File: src/rtl/rb_pkg.sv
package rb_pkg;
   localparam int WORD_W  = 32;
   localparam int OVR_BIT = 16;
   localparam int VLD_BIT = 17;

   // Data word layout: result in the low field, flags at fixed positions.
   function automatic logic [WORD_W-1:0] pack_word(input logic [OVR_BIT-1:0] res,
                                                   input logic vld, input logic ovr);
      logic [WORD_W-1:0] w;
      w = '0;
      w[OVR_BIT-1:0] = res;
      w[OVR_BIT]     = ovr;
      w[VLD_BIT]     = vld;
      return w;
   endfunction
endpackage

File: src/rtl/rb_slot.sv
module rb_slot #(
   parameter int RES_W   = 12,
   parameter bit PRESENT = 1'b1
) (
   input  logic             clk,
   input  logic             rst_n,
   input  logic             wr_hit,
   input  logic [RES_W-1:0] wr_data,
   input  logic             rd_hit,
   output logic [RES_W-1:0] res,
   output logic             vld,
   output logic             ovr
);
   generate
      if (PRESENT) begin : g_live
         always_ff @(posedge clk or negedge rst_n) begin
            if (!rst_n) begin
               res <= '0;
               vld <= 1'b0;
               ovr <= 1'b0;
            end else if (wr_hit) begin
               res <= wr_data;
               vld <= 1'b1;
               ovr <= vld & ~rd_hit;   // a same-cycle read consumed the old value
            end else if (rd_hit) begin
               vld <= 1'b0;
               ovr <= 1'b0;
            end
         end

         a_r4_ovr_implies_vld: assert property (@(posedge clk) disable iff (!rst_n)
            ovr |-> vld);
         a_r4_overwrite_flags: assert property (@(posedge clk) disable iff (!rst_n)
            (wr_hit && vld && !rd_hit) |=> (ovr && vld && res == $past(wr_data)));
         a_r3_read_clears: assert property (@(posedge clk) disable iff (!rst_n)
            (rd_hit && !wr_hit) |=> (!vld && !ovr && $stable(res)));
         a_r5_collision: assert property (@(posedge clk) disable iff (!rst_n)
            (wr_hit && rd_hit) |=> (vld && !ovr));
      end else begin : g_empty
         logic unused_slot_in;
         assign unused_slot_in = ^{clk, rst_n, wr_hit, wr_data, rd_hit};
         assign res = '0;
         assign vld = 1'b0;
         assign ovr = 1'b0;
      end
   endgenerate
endmodule

File: src/rtl/rb_readmux.sv
module rb_readmux #(
   parameter int NUM_SLOTS = 32,
   parameter int RES_W     = 12,
   parameter int ADDR_W    = 6
) (
   input  logic                               clk,
   input  logic                               rst_n,
   input  logic                               rd_en,
   input  logic [ADDR_W-1:0]                  rd_addr,
   input  logic [NUM_SLOTS-1:0][RES_W-1:0]    res_arr,
   input  logic [NUM_SLOTS-1:0]               vld_vec,
   input  logic [NUM_SLOTS-1:0]               ovr_vec,
   output logic                               rd_ack,
   output logic [rb_pkg::WORD_W-1:0]          rd_data
);
   import rb_pkg::*;
   localparam int CH_W = (NUM_SLOTS > 1) ? $clog2(NUM_SLOTS) : 1;
   localparam logic [ADDR_W-1:0] OVR_ADDR = ADDR_W'(NUM_SLOTS);
   localparam logic [ADDR_W-1:0] VLD_ADDR = ADDR_W'(NUM_SLOTS + 1);

   logic [WORD_W-1:0] word;
   logic [CH_W-1:0]   idx;

   always_comb begin
      idx  = rd_addr[CH_W-1:0];
      word = '0;
      if (rd_addr < OVR_ADDR)
         word = pack_word(OVR_BIT'(res_arr[idx]), vld_vec[idx], ovr_vec[idx]);
      else if (rd_addr == OVR_ADDR)
         word = WORD_W'(ovr_vec);
      else if (rd_addr == VLD_ADDR)
         word = WORD_W'(vld_vec);
   end

   always_ff @(posedge clk or negedge rst_n) begin
      if (!rst_n) begin
         rd_ack  <= 1'b0;
         rd_data <= '0;
      end else begin
         rd_ack <= rd_en;
         if (rd_en) rd_data <= word;
      end
   end

   a_r9_ack_latency: assert property (@(posedge clk) disable iff (!rst_n)
      rd_en |=> rd_ack);
   a_r9_hold: assert property (@(posedge clk) disable iff (!rst_n)
      !rd_en |=> (!rd_ack && $stable(rd_data)));
   a_r8_unused_zero: assert property (@(posedge clk) disable iff (!rst_n)
      (rd_en && rd_addr > VLD_ADDR) |=> rd_data == '0);
endmodule

File: src/rtl/rb_result_bank.sv
module rb_result_bank #(
   parameter int          NUM_SLOTS = 32,
   parameter int          RES_W     = 12,
   parameter int          ADDR_W    = 6,
   parameter logic [31:0] SLOT_MASK = 32'h2000_FFFF,
   localparam int         CH_W      = (NUM_SLOTS > 1) ? $clog2(NUM_SLOTS) : 1
) (
   input  logic              clk,
   input  logic              rst_n,
   input  logic              cv_strobe,
   input  logic [CH_W-1:0]   cv_chan,
   input  logic [RES_W-1:0]  cv_result,
   input  logic              rd_en,
   input  logic [ADDR_W-1:0] rd_addr,
   output logic              rd_ack,
   output logic [31:0]       rd_data
);
   initial begin
      if (NUM_SLOTS < 1 || NUM_SLOTS > 32) $error("NUM_SLOTS must be 1..32");
      if (RES_W < 1 || RES_W > rb_pkg::OVR_BIT) $error("RES_W must fit below the flag bits");
      if ((1 << ADDR_W) < NUM_SLOTS + 2) $error("ADDR_W too small for data and summary words");
   end

   logic [NUM_SLOTS-1:0][RES_W-1:0] res_arr;
   logic [NUM_SLOTS-1:0]            vld_vec;
   logic [NUM_SLOTS-1:0]            ovr_vec;

   for (genvar i = 0; i < NUM_SLOTS; i++) begin : g_slot
      logic wr_hit, rd_hit;
      assign wr_hit = cv_strobe && (cv_chan == CH_W'(i));
      assign rd_hit = rd_en && (rd_addr == ADDR_W'(i));
      rb_slot #(.RES_W(RES_W), .PRESENT(SLOT_MASK[i])) u_slot (
         .clk(clk), .rst_n(rst_n), .wr_hit(wr_hit), .wr_data(cv_result),
         .rd_hit(rd_hit), .res(res_arr[i]), .vld(vld_vec[i]), .ovr(ovr_vec[i]));
   end

   rb_readmux #(.NUM_SLOTS(NUM_SLOTS), .RES_W(RES_W), .ADDR_W(ADDR_W)) u_rmux (
      .clk(clk), .rst_n(rst_n), .rd_en(rd_en), .rd_addr(rd_addr),
      .res_arr(res_arr), .vld_vec(vld_vec), .ovr_vec(ovr_vec),
      .rd_ack(rd_ack), .rd_data(rd_data));

   a_r6_summary_read_pure: assert property (@(posedge clk) disable iff (!rst_n)
      (rd_en && rd_addr >= ADDR_W'(NUM_SLOTS) && !cv_strobe) |=>
         (vld_vec == $past(vld_vec) && ovr_vec == $past(ovr_vec)));
   a_r7_empty_slots_idle: assert property (@(posedge clk) disable iff (!rst_n)
      ((vld_vec & ~SLOT_MASK[NUM_SLOTS-1:0]) == '0));
endmodule

File: config.mk
export PLATFORM = sky130hd
export DESIGN_NAME = rb_result_bank
export DESIGN_NICKNAME = d
export VERILOG_FILES = /design/src/rtl/rb_pkg.sv /design/src/rtl/rb_slot.sv /design/src/rtl/rb_readmux.sv /design/src/rtl/rb_result_bank.sv
export SDC_FILE = /design/constraint.sdc
export NUM_CORES = 1
export LEC_CHECK = 0
export ABC_CLOCK_PERIOD_IN_PS = 1400
export BUFFER_PORTS_ARGS = -buffer_cell sky130_fd_sc_hd__buf_2
export CORE_ASPECT_RATIO = 1.25
export CORE_MARGIN = 3
export CORE_UTILIZATION = 56
export CTS_CLUSTER_SIZE = 28
export DETAILED_ROUTE_END_ITERATION = 10
export GPL_ROUTABILITY_DRIVEN = 0
export PLACE_DENSITY = 0.77
export SYNTH_ARGS = -nofsm -noshare
export SYNTH_HDL_FRONTEND = slang
export SYNTH_SLANG_ARGS = --single-unit
File: constraint.sdc
create_clock -name clk -period 1.4 [get_ports clk]
set_input_delay 0.28 -clock clk [delete_from_list [all_inputs] [get_ports clk]]
set_output_delay 0.28 -clock clk [all_outputs]
set_load 0.05 [all_outputs]
==> results.env <==
CLK_PIN_SLEW_NS=0.06
TIMING.CLOCK.SKEW_NS=0.00550
LAYOUT_CELLS_SIZED_ABOVE_1=0.479
GRT.TOTAL_USAGE=0.266
POST_SYNTH_INSTANCE_AREA_SQ_UM=12100
REPORTED_MAX_CAP_VIOLATION_COUNT=0
LAYOUT.NETS=1040
FIN_TOTAL_PWR_mW=20.8
STDCELL_COUNT=1307
MIN_PERIOD_OVER_PERIOD=1.03
TIMING.SETUP.CRITICAL_PATH_CLASS='flip-flop to flip-flop'
DETAILEDROUTE.FIRSTPASSITERATIONCOUNT=5
NUM_IO_PINS=60
SYNTH_AREA_PER_CELL_SQ_UM=13.9
FINAL_CELL_MIX='sky130_fd_sc_hd__dfrtp_1, sky130_fd_sc_hd__mux2_2, sky130_fd_sc_hd__buf_4'
TIMING.CRITICAL_PATH.ARRIVAL_NS=1.84
DIE_HEIGHT_MICRONS=171
CELLLEAKAGEPOWER_nW=6.82
ROOT_BUFFER='sky130_fd_sc_hd__clkbuf_16'
CRITICAL_PATH.STARTPOINT_TYPE='flip-flop'
PER_CELL_ROUTED_WIRE_LENGTH_MICRONS=23.4
SYNTH_FLOP_CELL='sky130_fd_sc_hd__dfrtp_1'
DRV_SLEW=0
SYNTH_EDF_COUNT=0
HOLD_VIOL_FINAL=0
SLEW_WORST_PIN_NS=0.528
FINAL_CORE_UTILIZATION=0.701
FINAL_COMMON_CELL='sky130_fd_sc_hd__dfrtp_1'
NUM-FILL-CELLS=1387
POWER-PER-CELL-AREA_nW_PER_UM2=1410
SYNTHDISTINCTLIBCELLS=47
SYNTHESIS_TO_LAYOUT_AREA_GROWTH_PCT=21.5
SYNTH.FF_LATCH_COUNT=258
VIAS_PER_INST=6.16
SYN_INST=875
N_ANTENNA_CELL=0
BUFFER_PORTS.INSERTED=46
DRT_DRC_VIOLATIONS_LEFT=0
VIA_COUNT=8053
WORST_HOLD_PATH_TYPE='input port to flip-flop'
SETUP_REPAIR_AFTER_GLOBAL_ROUTING_MISSED_ITS_MARGIN='true'
INITIAL_DRC_COUNT=623
FP.DIEAREA_SQ_UM=23500
HTREEDEPTH=1
NUMPLACEDINSTANCES=1247
FIN_WS_NS=-0.0395
ROUTED_WL_MM=30.6
YOSYSSEQAREASHARE=0.532
FIRST_GLOBAL_VIAS=8469
FLOORPLAN.CORE_AREA_SQ_UM=21000
FLOORPLAN.DIE.WIDTH_MICRONS=138
FIN_SETUP_TNS_NS=-0.0639
HOLD_WS_NS=0.0605
FINAL_DESIGN_AREA_NO_FILL_SQ_UM=14700
DETAILED_PLACE.AREA_SQ_UM=13600
CTS_TREE='built'
NUMBER_OF_STANDARD_CELL_ROWS_IN_THE_FLOORPLAN=59
ANTENNA_VIOLATING_NETS_POST_ROUTE=0
GRT_ANTENNA_BEFORE_REPAIR=0
CRITICAL_PATH_REQUIRED_NS=1.80
CLOCK_SINK_COUNT=258
CTS_BUFFER_DEPTH=3
SYNTH_WARNINGS=0
EFFECTIVE_UTILIZATION_AT_FLOORPLAN=0.577
CRITICAL_PATH.MAX_FANOUT=2
CTS_BUFFERS=26
CRITPATHCAPTURETYPE='flip-flop'
MAXIMUM_NUMBER_OF_PINS_ON_ONE_NET_BEFORE_GLOBAL_ROUTE_REPAIR=56
GRT_FIRST_PASS_WIRELENGTH_MM=48.0
POWER.IR.VDD_WORST_V=0.00110
ASYNC_S_R_FF_SHARE_SYNTH=1.00
GLOBALROUTE.TOTALOVERFLOW=0
WORST_SKEW_PAIR.LATE_LATENCY_NS=0.54
MAX_FREQ_GHz=0.695
TIMING.FINAL.SETUP_VIOLATIONS=5
MAXSLEWHEADROOM=0.645
VIOLATIONS_IN_THE_FINAL_REPORTS='setup timing'
PLACE.DETAILED.HPWL_MM=20.6
DETAILEDPLACE.WORSTSLACK_NS=-0.420
TIMING.FINAL.CRIT_PERIOD_NS=1.44
RESULT_OF_THE_RUN='finished, violations left'
## what timing repair did
item                       4_1_cts  5_1_grt
setup buffers                    5        6
setup endpoints to repair       20       27
hold endpoints to repair        61        0
gates resized for setup         39        6
pin swaps                        2        1
hold buffers                     1        0
gates cloned                     0        0
## logic make-up after synthesis
kind of cell / share of synthesized area
buffers and inverters: 0.0367
flip-flops: 0.532
multiplexers: 0.317
other: 0.000309
AO/OA/AOI/OAI: 0.0417
AND/OR/NAND/NOR: 0.0718
## per-layer routing
| layer | part of all wire | GRT usage |
|---|---|---|
| met2 | 0.51 | 0.443 |
| met5 | 0 | 0 |
| met3 | 0.052 | 0.0329 |
| met1 | 0.41 | 0.362 |
| met4 | 0.030 | 0.0911 |
## path summary, 6_finish.rpt
kind	start	to	slack (ns)	cells after the start
hold reg to reg	g_slot[10].u_slot.res[10]	g_slot[10].u_slot.res[10]	0.50	1
min in group asynchronous	rst_n	g_slot[13].u_slot.res[6]	0.22	2
max in group asynchronous	rst_n	g_slot[0].u_slot.res[0]	0.51	3
setup / recovery	g_slot[3].u_slot.res[3]	u_rmux.rd_data[3]	-0.04	4
setup reg to reg	g_slot[3].u_slot.res[3]	u_rmux.rd_data[3]	-0.04	4
hold / removal	rd_en	u_rmux.rd_ack	0.06	2
## cell usage after synthesis, drive strengths merged, types with 5 or more instances
cell	count	area [sq um]
mux2	204	2300
mux2i	52	521
nand3	28	140
a211oi	6	45.0
a2bb2oi	10	87.6
mux4	46	1040
a32oi	10	87.6
dfrtp	258	6460
buf	53	352
o21ai	12	60.1
or2	10	62.6
nand2b	9	56.3
a21oi	13	65.1
nand4	12	75.1
nor2	25	93.8
nor2b	11	68.8
nand2	48	180
clkbuf	23	86.3
o2bb2ai	5	43.8
a22oi	5	37.5
## worst max-delay path, stage by stage, from the launching register on
cell and delay [ns]:
sky130_fd_sc_hd__dfrtp_1 0.38, sky130_fd_sc_hd__mux4_2 0.50, sky130_fd_sc_hd__mux2i_2 0.16, sky130_fd_sc_hd__or2_4 0.16, sky130_fd_sc_hd__nand4_1 0.11
## registers in the layout (all words and copies together), names as in the netlist
name	flops
g_slot.u_slot.vld	17
u_rmux.rd_data	19
u_rmux.rd_ack	1
g_slot.u_slot.ovr	17
g_slot.u_slot.res	204
## layout make-up
class	instances	area, sq um	area share
multi-input combinational	551	5420	0.367
tap	274	343	0.0233
inverter	2	7.51	0.000509
sequential	258	6460	0.438
clock inverter	15	193	0.0131
clock buffer	33	737	0.0500
timing repair buffer	174	1590	0.108
## report_power, final
| part | total, mW | switching [mW] | internal (mW) |
|---|---|---|---|
| sequential | 9.74 | 0.880 | 8.86 |
| combinational | 3.65 | 1.57 | 2.08 |
| clock | 7.41 | 2.95 | 4.47 |
| total | 20.8 | 5.40 | 15.4 |
No activity file was read; power rests on OpenSTA's default activity.
